`config.mk`:
```
export PLATFORM = sky130hd
export DESIGN_NAME = mce_char_editor
export DESIGN_NICKNAME = d
export VERILOG_FILES = /design/src/rtl/mce_pkg.sv /design/src/rtl/mce_key_decode.sv /design/src/rtl/mce_cursor.sv /design/src/rtl/mce_seq.sv /design/src/rtl/mce_char_editor.sv
export SDC_FILE = /design/constraint.sdc
export NUM_CORES = 1
export LEC_CHECK = 0
export BUFFER_PORTS_ARGS = -buffer_cell sky130_fd_sc_hd__buf_2
export CAP_MARGIN = 10
export CORE_MARGIN = 8
export CORE_UTILIZATION = 45
export CTS_CLUSTER_DIAMETER = 40
export DETAILED_ROUTE_END_ITERATION = 16
export PLACE_DENSITY = 0.74
export SYNTH_ARGS = -nofsm -noshare
export SYNTH_HDL_FRONTEND = slang
export SYNTH_SLANG_ARGS = --single-unit
```
`constraint.sdc`:
```
create_clock -name clk -period 2.8 [get_ports clk]
set_clock_uncertainty 0.2 [all_clocks]
set_input_delay 0.42 -clock clk [delete_from_list [all_inputs] [get_ports clk]]
set_output_delay 0.42 -clock clk [all_outputs]
set_load 0.03 [all_outputs]
```
`src/rtl/mce_pkg.sv`:
```
package mce_pkg;

    localparam int          CHAR_W   = 8;
    localparam logic [7:0]  CH_FIRST = 8'h20;
    localparam logic [7:0]  CH_LAST  = 8'h7A;

    localparam logic [7:0]  KC_UP    = 8'hFD;
    localparam logic [7:0]  KC_DOWN  = 8'hF6;
    localparam logic [7:0]  KC_LEFT  = 8'hF3;
    localparam logic [7:0]  KC_RIGHT = 8'hF9;
    localparam logic [7:0]  KC_DONE  = 8'hF8;

    typedef enum logic [2:0] {
        ACT_NONE  = 3'd0,
        ACT_UP    = 3'd1,
        ACT_DOWN  = 3'd2,
        ACT_LEFT  = 3'd3,
        ACT_RIGHT = 3'd4,
        ACT_DONE  = 3'd5
    } act_e;

    typedef enum logic [2:0] {
        DC_NONE       = 3'd0,
        DC_CURSOR_ON  = 3'd1,
        DC_HOME       = 3'd2,
        DC_PUT        = 3'd3,
        DC_LEFT       = 3'd4,
        DC_RIGHT      = 3'd5,
        DC_CURSOR_OFF = 3'd6
    } disp_e;

    typedef enum logic [3:0] {
        S_OFF, S_ON, S_HOME, S_IDLE, S_STORE,
        S_PUT, S_BACK, S_MV_L, S_MV_R, S_EXIT
    } state_e;

    function automatic act_e key_to_act(input logic [7:0] code);
        case (code)
            KC_UP:    return ACT_UP;
            KC_DOWN:  return ACT_DOWN;
            KC_LEFT:  return ACT_LEFT;
            KC_RIGHT: return ACT_RIGHT;
            KC_DONE:  return ACT_DONE;
            default:  return ACT_NONE;
        endcase
    endfunction

    function automatic logic [7:0] char_step(input logic [7:0] ch, input logic up);
        if (up)
            return (ch >= CH_LAST || ch < CH_FIRST) ? CH_FIRST : ch + 8'd1;
        else
            return (ch <= CH_FIRST || ch > CH_LAST) ? CH_LAST : ch - 8'd1;
    endfunction

endpackage

```
`src/rtl/mce_key_decode.sv`:
```
module mce_key_decode
    import mce_pkg::*;
(
    input  logic       valid_i,
    input  logic [7:0] code_i,
    output act_e       act_o
);
    always_comb begin
        act_o = valid_i ? key_to_act(code_i) : ACT_NONE;
    end
endmodule

```
`src/rtl/mce_cursor.sv`:
```
module mce_cursor #(
    parameter int MSG_LEN = 16,
    localparam int POS_W  = $clog2(MSG_LEN)
) (
    input  logic             clk,
    input  logic             rst,
    input  logic             clr_i,
    input  logic             dec_i,
    input  logic             inc_i,
    output logic [POS_W-1:0] pos_o,
    output logic             at_first_o,
    output logic             at_last_o
);
    localparam logic [POS_W-1:0] LAST = POS_W'(MSG_LEN - 1);

    logic [POS_W-1:0] pos_q;

    always_ff @(posedge clk) begin
        if (rst)
            pos_q <= '0;
        else if (clr_i)
            pos_q <= '0;
        else if (dec_i && pos_q != '0)
            pos_q <= pos_q - 1'b1;
        else if (inc_i && pos_q != LAST)
            pos_q <= pos_q + 1'b1;
    end

    assign pos_o      = pos_q;
    assign at_first_o = (pos_q == '0);
    assign at_last_o  = (pos_q == LAST);
endmodule

```
`src/rtl/mce_seq.sv`:
```
module mce_seq
    import mce_pkg::*;
(
    input  logic  clk,
    input  logic  rst,
    input  logic  start_i,
    input  logic  key_valid_i,
    input  act_e  act_i,
    input  logic  at_first_i,
    input  logic  at_last_i,
    input  logic  wr_ack_i,
    input  logic  disp_ack_i,
    output logic  key_ready_o,
    output logic  editing_o,
    output logic  wr_req_o,
    output logic  disp_req_o,
    output disp_e disp_cmd_o,
    output logic  slot_load_o,
    output logic  cur_clr_o,
    output logic  cur_dec_o,
    output logic  cur_inc_o,
    output logic  char_load_o
);
    state_e state_q, state_d;

    always_ff @(posedge clk) begin
        if (rst) state_q <= S_OFF;
        else     state_q <= state_d;
    end

    always_comb begin
        state_d     = state_q;
        slot_load_o = 1'b0;
        cur_clr_o   = 1'b0;
        cur_dec_o   = 1'b0;
        cur_inc_o   = 1'b0;
        char_load_o = 1'b0;
        wr_req_o    = 1'b0;
        disp_req_o  = 1'b0;
        disp_cmd_o  = DC_NONE;
        key_ready_o = 1'b0;
        case (state_q)
            S_OFF: begin
                if (start_i) begin
                    slot_load_o = 1'b1;
                    cur_clr_o   = 1'b1;
                    state_d     = S_ON;
                end
            end
            S_ON: begin
                disp_req_o = 1'b1;
                disp_cmd_o = DC_CURSOR_ON;
                if (disp_ack_i) state_d = S_HOME;
            end
            S_HOME: begin
                disp_req_o = 1'b1;
                disp_cmd_o = DC_HOME;
                if (disp_ack_i) state_d = S_IDLE;
            end
            S_IDLE: begin
                key_ready_o = 1'b1;
                if (key_valid_i) begin
                    case (act_i)
                        ACT_UP, ACT_DOWN: begin
                            char_load_o = 1'b1;
                            state_d     = S_STORE;
                        end
                        ACT_LEFT: begin
                            if (!at_first_i) begin
                                cur_dec_o = 1'b1;
                                state_d   = S_MV_L;
                            end
                        end
                        ACT_RIGHT: begin
                            if (!at_last_i) begin
                                cur_inc_o = 1'b1;
                                state_d   = S_MV_R;
                            end
                        end
                        ACT_DONE: state_d = S_EXIT;
                        default:  state_d = S_IDLE;
                    endcase
                end
            end
            S_STORE: begin
                wr_req_o = 1'b1;
                if (wr_ack_i) state_d = S_PUT;
            end
            S_PUT: begin
                disp_req_o = 1'b1;
                disp_cmd_o = DC_PUT;
                if (disp_ack_i) state_d = S_BACK;
            end
            S_BACK, S_MV_L: begin
                disp_req_o = 1'b1;
                disp_cmd_o = DC_LEFT;
                if (disp_ack_i) state_d = S_IDLE;
            end
            S_MV_R: begin
                disp_req_o = 1'b1;
                disp_cmd_o = DC_RIGHT;
                if (disp_ack_i) state_d = S_IDLE;
            end
            S_EXIT: begin
                disp_req_o = 1'b1;
                disp_cmd_o = DC_CURSOR_OFF;
                if (disp_ack_i) state_d = S_OFF;
            end
            default: state_d = S_OFF;
        endcase
    end

    assign editing_o = (state_q != S_OFF);
endmodule

```
`src/rtl/mce_char_editor.sv`:
```
module mce_char_editor
    import mce_pkg::*;
#(
    parameter int MSG_LEN = 16,
    parameter int SLOTS   = 32,
    localparam int POS_W  = $clog2(MSG_LEN),
    localparam int SLOT_W = $clog2(SLOTS),
    localparam int ADDR_W = SLOT_W + POS_W
) (
    input  logic              clk,
    input  logic              rst,
    input  logic              start_i,
    input  logic [SLOT_W-1:0] slot_i,
    input  logic              key_valid_i,
    input  logic [7:0]        key_code_i,
    output logic              key_ready_o,
    output logic              editing_o,
    output logic [ADDR_W-1:0] rd_addr_o,
    input  logic [7:0]        rd_data_i,
    output logic              wr_req_o,
    output logic [ADDR_W-1:0] wr_addr_o,
    output logic [7:0]        wr_data_o,
    input  logic              wr_ack_i,
    output logic              disp_req_o,
    output logic [2:0]        disp_cmd_o,
    output logic [7:0]        disp_data_o,
    input  logic              disp_ack_i
);
    act_e              act;
    disp_e             disp_cmd;
    logic              slot_load, cur_clr, cur_dec, cur_inc, char_load;
    logic              at_first, at_last;
    logic [POS_W-1:0]  pos;
    logic [SLOT_W-1:0] slot_q;
    logic [7:0]        new_char_q;
    logic [ADDR_W-1:0] cell_addr;

    mce_key_decode u_dec (
        .valid_i (key_valid_i),
        .code_i  (key_code_i),
        .act_o   (act)
    );

    mce_cursor #(.MSG_LEN(MSG_LEN)) u_cur (
        .clk        (clk),
        .rst        (rst),
        .clr_i      (cur_clr),
        .dec_i      (cur_dec),
        .inc_i      (cur_inc),
        .pos_o      (pos),
        .at_first_o (at_first),
        .at_last_o  (at_last)
    );

    mce_seq u_seq (
        .clk         (clk),
        .rst         (rst),
        .start_i     (start_i),
        .key_valid_i (key_valid_i),
        .act_i       (act),
        .at_first_i  (at_first),
        .at_last_i   (at_last),
        .wr_ack_i    (wr_ack_i),
        .disp_ack_i  (disp_ack_i),
        .key_ready_o (key_ready_o),
        .editing_o   (editing_o),
        .wr_req_o    (wr_req_o),
        .disp_req_o  (disp_req_o),
        .disp_cmd_o  (disp_cmd),
        .slot_load_o (slot_load),
        .cur_clr_o   (cur_clr),
        .cur_dec_o   (cur_dec),
        .cur_inc_o   (cur_inc),
        .char_load_o (char_load)
    );

    always_ff @(posedge clk) begin
        if (rst) begin
            slot_q     <= '0;
            new_char_q <= CH_FIRST;
        end else begin
            if (slot_load) slot_q <= slot_i;
            if (char_load) new_char_q <= char_step(rd_data_i, act == ACT_UP);
        end
    end

    assign cell_addr   = ADDR_W'(slot_q) * ADDR_W'(MSG_LEN) + ADDR_W'(pos);
    assign rd_addr_o   = cell_addr;
    assign wr_addr_o   = cell_addr;
    assign wr_data_o   = new_char_q;
    assign disp_cmd_o  = disp_cmd;
    assign disp_data_o = (disp_cmd == DC_PUT) ? new_char_q : 8'h00;
endmodule


```
-- Word-level counts from Yosys, hierarchy flattened
Index checks and enable logic that the tools add are counted.
- order comparisons: 4
- add/sub/neg operators: 5
- reductions and logical operators: 15
- equality and inequality tests: 31
- multiplexer cells: 36
- operators with widths (cell ; number):
    4-bit 2-to-1 mux ; 11
    8-bit == test, second input constant ; 5
    8-bit 2-to-1 mux ; 4
    4-bit case mux with 7 select lines ; 1
    3-bit case mux with 6 select lines ; 1
    4-bit by 3-bit == test with 1-bit output, second input constant ; 4
    1-bit 2-to-1 mux ; 16
    4-bit case mux with 4 select lines ; 1
    3-bit case mux with 5 select lines ; 1
    4-bit == test, second input constant ; 3
    2-bit != test, second input constant ; 6
    9-bit by 4-bit adder with 9-bit output ; 1
    3-bit by 2-bit == test with 1-bit output, second input constant ; 3
    9-bit AND reduction ; 1
    8-bit by 1-bit adder with 8-bit output, second input constant ; 1
    4-bit by 2-bit == test with 1-bit output, second input constant ; 2
    8-bit by 7-bit greater-or-equal comparator with 1-bit output, second input constant ; 1
    8-bit by 7-bit greater-than comparator with 1-bit output, second input constant ; 1
    8-bit by 6-bit <= comparator with 1-bit output, second input constant ; 1
    4-bit zero test ; 2
    8-bit by 6-bit less-than comparator with 1-bit output, second input constant ; 1
    4-bit nonzero test ; 2
    8-bit by 1-bit subtractor with 8-bit output, second input constant ; 1
    7-bit OR reduction ; 1
    14 further kinds ; 20
- output and inout port bits: 41
- logic and storage cells: 95
- flip-flop bits (word level): 21
- input port bits: 27

-- Logic depth before layout (Yosys ltp)
Gate-level depths: netlist of the first run.
- depth after elaboration: 10
- gate-level depth with buffers: 10
- depth with buffers taken out: 10

-- Modules after synthesis
Synthesis of the first run repeated with hierarchy kept, for this count alone.
- cell total of the unflattened synthesis: 235
- area total of the unflattened synthesis: 1921.8 µm²
- by module, submodules not included (module ; instances ; area an instance (µm²) ; seq. area each (µm²) ; cells an instance):
    mce_char_editor ; 1 ; 982.2 ; 260.2 ; 119
    mce_seq ; 1 ; 549.3 ; 80.1 ; 70
    mce_cursor ; 1 ; 307.8 ; 80.1 ; 35
    mce_key_decode ; 1 ; 82.6 ; 0.0 ; 11

-- Worst setup path before layout of the first run
No wires, ideal clock.
- path type: register -> register
- from: register u_cur.pos_q[0] (netlist: u_cur.pos_o[0])
- to: register u_cur.pos_q[3] (netlist: u_cur.pos_o[3])
- path slack: 0.013 ns
- buffers on the path: 0
- setup time: 0.070 ns
- stages on the path, launching flop included: 10
- clock period less this slack: 2.787 ns
- arrival: 2.517 ns
- data required time: 2.530 ns
- path through: dfxtp_1 > or4_1 > nand3_1 > inv_1 > ha_1 > a21o_1 > a21oi_1 > mux2_2 > or3_1 > a21oi_1
- cells in the longest elaborated chain, start to end: 7
- elaborated cells between the ends (all ways): 19
- those cells by class: 2 x add/sub; 2 x eq/ne; 10 x mux; 5 x reduce/logical
- ends and longest elaborated chain (what ; line ; text):
    start, declared ; mce_cursor.sv:16 ; logic [POS_W-1:0] pos_q;
    start signal, assigned ; mce_cursor.sv:24 ; pos_q <= pos_q - 1'b1;
    start signal, assigned ; mce_cursor.sv:26 ; pos_q <= pos_q + 1'b1;
    4-bit == test / 4-bit zero test (equally long branches) ; mce_cursor.sv:31, mce_cursor.sv:30 ;
    1-bit 2-to-1 mux (on tied branches) ; mce_seq.sv:75, mce_seq.sv:69 ;
    1-bit 2-to-1 mux ; mce_seq.sv:63 ; case (act_i)
    1-bit 2-to-1 mux ; mce_seq.sv:62 ; if (key_valid_i) begin
    1-bit 2-to-1 mux ; mce_seq.sv:42 ; case (state_q)
    1-bit logical AND (on tied branches) ; mce_cursor.sv:25, mce_cursor.sv:23 ;
    2-bit nonzero test (no source line) / 4-bit 2-to-1 mux (equally long branches) ; - ;
Several ways; a longest one is shown, not always the timed one. The select of a mux whose other input is x is not followed.
A chain may end at the register's enable or synchronous reset.

-- Worst setup path in the final report of the first run
- from: register u_cur.pos_q[3] (netlist: u_cur.pos_o[3])
- to: register u_cur.pos_q[3] (netlist: u_cur.pos_o[3])
Same word-level chain as after synthesis.

==> results of run 1 <==
[synthesized netlist by cell type, types with 2 or more instances]
library cell,count,area share
a221oi_1,2,0.0096
nand2b_1,7,0.024
xnor2_1,7,0.034
and3_1,4,0.014
nor2b_1,4,0.014
or3_1,2,0.0069
nor2_1,13,0.027
a211oi_1,2,0.0082
and2_1,9,0.031
clkbuf_1,4,0.0082
nor3_1,4,0.011
o21ai_1,5,0.014
nand3_1,12,0.033
nand2_1,17,0.035
nor3_2,3,0.016
a21oi_1,15,0.041
a31oi_1,2,0.0069
xor2_1,7,0.034
dfxtp_1,21,0.23
a21o_1,4,0.016
nand4_1,4,0.014
buf_6,3,0.019
mux2_2,2,0.012
buf_2,2,0.0055
buf_4,10,0.041
o21ai_0,6,0.016
inv_1,11,0.023
o31a_1,2,0.0096
ha_1,5,0.034
mux2i_1,3,0.016
[worst reg2reg max path: stages (launching register included)]
cell	delay [ns]
dfxtp_1	0.33
or4_4	0.55
nand3_2	0.11
inv_1	0.06
ha_1	0.27
a21o_1	0.19
a21oi_2	0.13
mux2_2	0.34
or3_1	0.30
a21oi_1	0.16
[flip-flops by register name, summed over array words and instances, names as in the netlist]
register,cells
slot_q,5
u_cur.pos_o,4
u_seq.state_q,4
wr_data_o,8
[final cells by class]
type                    instances  share of cell area
multi-input cells             173               0.554
well taps                      50              0.0280
clock inverters                 1             0.00224
repair buffers                 79               0.190
inverters                      11              0.0185
flip-flops and latches         21               0.188
clock buffers                   3              0.0185
[through the flow]
| step | std cells | util | hold WS, ns |
|---|---|---|---|
| CTS | 338 | 0.563 | 0.203 |
| global placement | 334 | 0.552 | 0.251 |
| finish | 338 | 0.566 | 0.200 |
| floorplan | 224 | - | 0.368 |
| detailed placement | 334 | 0.552 | 0.258 |
| global route | 338 | 0.566 | 0.200 |
[power groups by stage]
stage | registers, uW | clock network [uW] | logic [uW]
floorplan | 380 | 0 | 414
global placement | 347 | 0 | 579
detailed placement | 349 | 0 | 588
CTS | 342 | 205 | 593
global route | 346 | 216 | 643
finish | 342 | 200 | 593
[metal layers]
layer / routed length (um) / vias up
li1: - / 921
met1: 2250 / 875
met2: 2280 / 54
met3: 349 / 0
met4: 0 / 0
met5: 0 / -
[worst paths after layout]
kind | to | cells after the start | from
worst min-delay path | slot_q[2] | 3 | slot_i[2]
worst min register to register | wr_data_o[0] | 2 | wr_data_o[0]
worst max-delay path | u_cur.pos_o[3] | 9 | u_cur.pos_o[3]
worst max register to register | u_cur.pos_o[3] | 9 | u_cur.pos_o[3]
[cells by family (layout without fill, tap and decap cells)]
family,after synthesis,count (layout),synth area share
adder cells (fa/ha/maj),6,6,0.0454
buffers and inverters,30,94,0.0962
AND/OR/NAND/NOR,94,94,0.313
AO/OA/AOI/OAI,53,53,0.212
flip-flops,21,21,0.231
XOR/XNOR,14,14,0.0674
multiplexers,6,6,0.0351
==> flow_summary.yaml, run 1 <==
final_layout:
  drive_above_1_share: 0.365
  n_fill_cell: 386
  nets: 322
  final_area_sq_um: 2230
  layout_common_cells: "buf_2, dfxtp_1, nand2_1"
  area_growth_pct: 22.7
  n_antenna_cell: 0
  multi_input_area_sq_um: 1240
  seq_area_sq_um: 420
  layout_commonest_cell: "buf_2"
power_and_ir_drop:
  switching_share: 0.441
  power_uw: 1140
  combPwrFrac: 0.522
  p_leak_uw: 0.00105
  powerDensity_nw_per_um2: 508
  p_int_uw: 635
  peakVddDrop_mv: 0.219
  p_seq_frac: 0.302
  switchingPower_uw: 501
  clkPwrFrac: 0.176
sta:
  fin_crit_sh: 0.961
  rsz0062_at_grt: "no"
  finalSetupTns_ns: 0
  setup_ws_ns: 0.109
  period_needed_ns: 2.69
  drv_slew: 0
  finalSetupViolCount: 0
  fmax_mhz: 372
  hold_viol_final: 0
  worstMarginPinSlew_ns: 0.618
  slew_headroom: 0.584
clock_network:
  cts.sinks: 21
  insertion_delay_ns: 0.26
  clockBufferDepth: 2
  clk_pin_slew_worst_paths_ns: 0.08
  ctsResizeCount: 0
  cts_root_buffer: "clkbuf_8"
  htree_levels: 1
  cts_tree: "yes"
  postCtsSetupBuffers: 0
  cts_inserted_buffers: 3
  ctsHoldBuffers: 0
floorplanning:
  die_y_um: 79.6
  fp-row-count: 23
  die_w_um: 79.6
  ios: 68
  core_area_sq_um: 3940
  die_area_sq_um: 6340
  initial_core_util: 0.462
critical_path:
  max_stage_delay_ns: 0.55
  cp.buffers_inverters: 1
  path_cells: "or4_4 -> nand3_2 -> inv_1 -> ha_1 -> a21o_1 -> a21oi_2 -> mux2_2 -> or3_1 -> a21oi_1"
  critPathSlowestCell: "or4_4"
  path_class: "reg2reg"
  r2r_setup_slack_ns: 0.11
  arrival_ns: 2.69
  crit_family: "simple AND/OR/NAND/NOR gates"
  worstPathMaxFanout: 2
  end_kind: "flip-flop"
  startpoint_type: "flip-flop"
  required_ns: 2.79
yosys:
  ys_seq_area_frac: 0.231
  synth-seq-cells: 21
  ys_types: 62
  yosysWarnings: 0
  synth_ff_type: "dfxtp_1"
  syn_avg_cell_area_sq_um: 8.13
  syn-num-nets: 257
  syn_area_sq_um: 1820
  synth_edf_count: 0
  synth-async-reset-ratio: 0
  synth_cells: 224
placement:
  portBuffers: 67
  dpl_worst_slack_ns: 0.0545
  gp_congestion: 0.940
  hpwl_um: 3800
  place_area_sq_um: 2170
global_routing:
  grt_max_degree: 16
  globalRoute.busiestLayer: "met2"
  grt_pass1_wl_um: 7970
  met1_usage: 0.194
  gr-total-overflow: 0
  grt_use_met2: 0.242
  grt_util_all_layers: 0.149
  antenna_found_initial: 0
  grt_pass1_vias: 1743
  met3_usage: 0.0293
detailed_routing:
  wl_per_cell_um: 14.5
  drt_wl_total_um: 4890
  via_count: 1850
  drt_iter0_drc: 79
  viasPerCell: 5.47
  drt_pass1_iterations: 5
  drc: 0
  route.antenna.remaining_nets: 0
worst_hold_path:
  hold_class: "in2reg"
flow_run:
  cap_violations: 0
run_status:
  status: "completed"
No activity file was read; power rests on OpenSTA's default activity.
==> run 2, diff against run 1 <==
ABC_AREA = 1   (was not set)
PLACE_DENSITY = 0.73   (was 0.74)
RECOVER_POWER = 100   (was not set)
==> flow_summary.yaml, run 2 <==
sta:
  worstMarginPinSlew_ns: 0.430
  finalSetupTns_ns: 0
  fmax_mhz: 398
  hold_viol_final: 0
  drv_slew: 0
  period_needed_ns: 2.51
  fin_crit_sh: 0.898
  slew_headroom: 0.712
  finalSetupViolCount: 0
  rsz0062_at_grt: "no"
  setup_ws_ns: 0.286
detailed_routing:
  via_count: 2030
  drc: 0
  viasPerCell: 4.86
  drt_pass1_iterations: 4
  route.antenna.remaining_nets: 0
  drt_wl_total_um: 4800
  drt_iter0_drc: 67
  wl_per_cell_um: 11.5
clock_network:
  cts_tree: "yes"
  cts_inserted_buffers: 3
  postCtsSetupBuffers: 0
  clk_pin_slew_worst_paths_ns: 0.08
  htree_levels: 1
  cts.sinks: 21
  cts_root_buffer: "clkbuf_8"
  ctsResizeCount: 0
  clockBufferDepth: 2
  ctsHoldBuffers: 0
  insertion_delay_ns: 0.26
final_layout:
  n_antenna_cell: 0
  layout_commonest_cell: "nand2_1"
  n_fill_cell: 455
  post-route-util: 0.542
  nets: 402
  final_area_sq_um: 2180
  drive_above_1_share: 0.136
  area_growth_pct: 14.9
  layout_common_cells: "nand2_1, inv_1, nor2_1, clkbuf_1, buf_2"
  largest_reg_flops: 8
power_and_ir_drop:
  peakVddDrop_mv: 0.308
  p_leak_uw: 0.00103
  combPwrFrac: 0.546
  power_uw: 1230
  switchingPower_uw: 623
  clkPwrFrac: 0.160
  p_int_uw: 611
  p_seq_frac: 0.293
  powerDensity_nw_per_um2: 565
  switching_share: 0.505
floorplanning:
  die_w_um: 81.0
  die_y_um: 81.0
  fp-row-count: 23
  die_area_sq_um: 6560
  initial_core_util: 0.472
  core_area_sq_um: 4030
  ios: 68
critical_path:
  max_stage_delay_ns: 0.36
  end_kind: "flip-flop"
  path_class: "in2reg"
  worstPathMaxFanout: 6
  critPathSlowestCell: "nor2_1"
  required_ns: 2.76
  critPathMostFrequentCell: "nand2_1"
  startpoint_type: "primary input"
  path_cells: "buf_2 -> nand2_1 -> nor2_4 -> nand3_2 -> nor2_1 -> nand4_4 -> inv_1 -> ha_1 -> a21oi_1 -> o21ai_0 -> mux2i_1 -> nand2_1 -> nand2_1 -> nor2_1"
  arrival_ns: 2.48
yosys:
  syn-num-nets: 340
  syn_area_sq_um: 1900
  ys_types: 35
  synth_edf_count: 0
  synth_top_area_share: 0.221
  yosysWarnings: 0
  synth-seq-cells: 21
  synth_most_common_cell: "nand2_1"
  synth_ff_type: "dfxtp_1"
  netlist_top_cells_count: "nand2_1, inv_1, nor2_1"
  synth_top_area_cell: "dfxtp_1"
  syn_avg_cell_area_sq_um: 6.19
  ys_seq_area_frac: 0.221
  synth_area_leaders: "dfxtp_1, nand2_1, inv_1, nor2_1, nand3_1"
  synth_cells: 307
  synth-async-reset-ratio: 0
placement:
  place_area_sq_um: 2230
  portBuffers: 67
  hpwl_um: 3980
  gp_congestion: 0.885
  dpl_worst_slack_ns: 0.244
global_routing:
  grt_pass1_wl_um: 7980
  grt_pass1_vias: 1917
  grt_util_all_layers: 0.145
  antenna_found_initial: 0
  gr-total-overflow: 0
  grt_max_degree: 13
worst_hold_path:
  hold_class: "in2reg"
run_status:
  status: "completed"
flow_run:
  cap_violations: 0
==> run 2: cell types whose count changed after synthesis, sizes merged, moves of 5 or more <==
cell    before  now
nand2b       7    0
buf         15   10
and2         9    0
xnor2        7    1
nand2       17   84
nand3       13   27
and3         5    0
o21ai       11   20
inv         11   47
nor2        13   45
==> run 2: power groups by stage <==
stage / registers (uW) / logic (uW) / clock network [uW]
final: 362 / 675 / 198
after global routing: 367 / 744 / 226
after CTS: 362 / 735 / 206
after detailed placement: 369 / 733 / 0
after global placement: 367 / 723 / 0
after floorplan: 394 / 541 / 0
==> run 2: final cells by class <==
class                      instances  area, sq um  share of cell area
timing repair buffer              67          285               0.131
clock buffer                       3         41.3              0.0189
sequential                        21          420               0.192
clock inverter                     1         5.00             0.00229
inverter                          47          178              0.0813
tap                               50         62.6              0.0286
multi-input combinational        229         1190               0.546
==> run 2: final timing paths <==
kind	slack, ns	cells past startpoint	end	from
worst min-delay path	0.22	3	slot_q[1]	slot_i[1]
worst max register to register	0.38	12	u_cur.pos_o[3]	u_seq.state_q[2]
worst max-delay path	0.29	14	u_cur.pos_o[3]	key_code_i[5]
worst min register to register	0.26	2	wr_data_o[7]	wr_data_o[7]
==> run 2: through the flow <==
step	instances	hold WS (ns)
finish	418	0.225
global route	418	0.215
CTS	418	0.217
detailed placement	414	0.257
global placement	414	0.250
floorplan	307	0.257
==> run 2: per-layer routing <==
| layer | GRT usage | wire length (um) | vias to the layer above |
|---|---|---|---|
| li1 | - | - | 1084 |
| met4 | 0.0161 | 24 | 0 |
| met5 | 0 | 0 | - |
| met3 | 0.0287 | 250 | 2 |
| met1 | 0.174 | 2130 | 899 |
| met2 | 0.265 | 2390 | 45 |
==> run 2: critical path: cells and delay by family <==
family                   cells  cell delay (ns)
AO/OA/AOI/OAI                2             0.26
multiplexers                 1             0.23
adder cells (fa/ha/maj)      1             0.26
buffers and inverters        2             0.19
AND/OR/NAND/NOR              8             1.08
==> run 2: kinds of logic (layout without fill, tap and decap cells) <==
kind of cell             Yosys count  count (layout)  share of synthesized area
adder cells (fa/ha/maj)            6               6                     0.0435
AO/OA/AOI/OAI                     42              42                      0.118
buffers and inverters             57             118                      0.132
multiplexers                       1               1                    0.00527
XOR/XNOR                           8               8                     0.0369
AND/OR/NAND/NOR                  172             172                      0.444
flip-flops                        21              21                      0.221
==> run 3, diff against run 2 <==
BUFFER_PORTS_ARGS = not set   (was -buffer_cell sky130_fd_sc_hd__buf_2)
CORE_UTILIZATION = 57   (was 45)
DONT_BUFFER_PORTS = 1   (was not set)
MAX_ROUTING_LAYER = met4   (was not set)
PLACE_DENSITY = 0.72   (was 0.73)
==> flow_summary.yaml, run 3 (synthesis results as in run 2) <==
detailed_routing:
  met3_length_um: 292
  drc: 0
  viasPerCell: 5.12
  wl_met2_um: 2130
  drt_iter0_drc: 119
  route.antenna.remaining_nets: 0
  drt_pass1_iterations: 4
  routed.top_layer: "met4"
  drt_wl_total_um: 4450
  wl_per_cell_um: 12.5
  via_count: 1819
  wl_met1_um: 1940
critical_path:
  path_cells: "nand2_1 -> nor2_4 -> nand3_1 -> nor2_1 -> nand4_4 -> inv_1 -> ha_1 -> a21oi_1 -> o21ai_0 -> mux2i_1 -> nand2_1 -> nand2_1 -> nor2_1"
  arrival_ns: 2.47
  cp.buffers_inverters: 1
  startpoint: "key_code_i[5]"
  end_kind: "flip-flop"
  r2r_start: "u_seq.state_q[2]"
  startpoint_type: "primary input"
  r2r_end: "u_cur.pos_o[3]"
  reg2reg_depth: 12
  max_stage_delay_ns: 0.40
  crit_path_end: "u_cur.pos_o[3]"
  critPathMostFrequentCell: "nand2_1"
  worstPathMaxFanout: 6
  cp_num_cells: 13
  path_class: "in2reg"
  crit_family: "simple AND/OR/NAND/NOR gates"
  required_ns: 2.83
  r2r_setup_slack_ns: 0.39
  critPathSlowestCell: "nor2_1"
clock_network:
  ctsResizeCount: 0
  clockBufferDepth: 2
  htree_levels: 1
  cts.sinks: 21
  insertion_delay_ns: 0.32
  cts_tree: "yes"
  cts_root_buffer: "clkbuf_4"
  clk_pin_slew_worst_paths_ns: 0.13
  cts_inserted_buffers: 3
global_routing:
  grt_util_all_layers: 0.172
  gr-total-overflow: 0
  grt_pass1_wl_um: 7280
  grt_max_degree: 13
  antenna_found_initial: 0
  grt_pass1_vias: 1660
floorplanning:
  die_y_um: 73.7
  core_area_sq_um: 3260
  fp-row-count: 21
  die_w_um: 73.7
  die_area_sq_um: 5440
  initial_core_util: 0.583
  ios: 68
worst_hold_path:
  hold_class: "in2reg"
  worstHoldStart: "slot_i[4]"
power_and_ir_drop:
  powerDensity_nw_per_um2: 581
  p_leak_uw: 0.000887
  peakVddDrop_mv: 0.211
run_status:
  status: "completed"
sta:
  fmax_mhz: 410
  drv_slew: 0
  fin_crit_sh: 0.871
  period_needed_ns: 2.44
  rsz0062_at_grt: "no"
  slew_headroom: 0.439
  finalSetupViolCount: 0
  finalSetupTns_ns: 0
  setup_ws_ns: 0.361
  worstMarginPinSlew_ns: 0.842
  hold_viol_final: 0
flow_run:
  cap_violations: 0
final_layout:
  post-route-util: 0.586
  layout_common_cells: "nand2_1, inv_1, nor2_1"
  nets: 343
  largest_reg_flops: 8
  area_growth_pct: 0.395
  drive_above_1_share: 0.0712
  n_antenna_cell: 0
  layout_commonest_cell: "nand2_1"
placement:
  portBuffers: 0
  gp_congestion: 0.853
  hpwl_um: 3590
  dpl_worst_slack_ns: 0.321
run 3: stage by stage:
stage / instance area, sq um / hold slack (ns) / instances / total power (uW)
after floorplan: 1900 / 0.257 / 307 / 935
after global placement: 1940 / 0.272 / 350 / 1020
after detailed placement: 1940 / 0.271 / 350 / 1020
after CTS: 1980 / 0.0520 / 355 / 1170
after global routing: 1910 / 0.0558 / 355 / 1200
final: 1910 / 0.0590 / 355 / 1110
run 3: how the worst min path moves through the flow:
stage	slack [ns]	depth (start not counted)	to
final	0.06	2	slot_q[4]
after global routing	0.06	2	slot_q[1]
after CTS	0.05	2	slot_q[0]
after detailed placement	0.27	2	u_seq.state_q[0]
after global placement	0.27	2	u_seq.state_q[0]
after floorplan	0.26	2	u_seq.state_q[0]
run 3: layout make-up:
| class | count | area, sq um |
|---|---|---|
| fillers | 357 | 1350 |
| multi-input cells | 229 | 1190 |
| flip-flops and latches | 21 | 420 |
| inverters | 47 | 178 |
| well taps | 46 | 57.6 |
| repair buffers | 8 | 36.3 |
| clock buffers | 3 | 22.5 |
| clock inverters | 1 | 5.00 |
run 3: timing repair:
item	in CTS	in global routing
buffers inserted	0	0
endpoints found under the hold margin	9	0
hold buffers	1	0
run 3: layer usage:
metal | global-route usage | vias to the layer above
met5 | - | -
met4 | 0.0820 | 0
met3 | 0.0382 | 8
met2 | 0.293 | 56
met1 | 0.183 | 778
li1 | - | 977
run 3: where the power goes:
group          switching, uW  internal (uW)
combinational            392            140
sequential              92.3            331
clock                   99.4           53.5
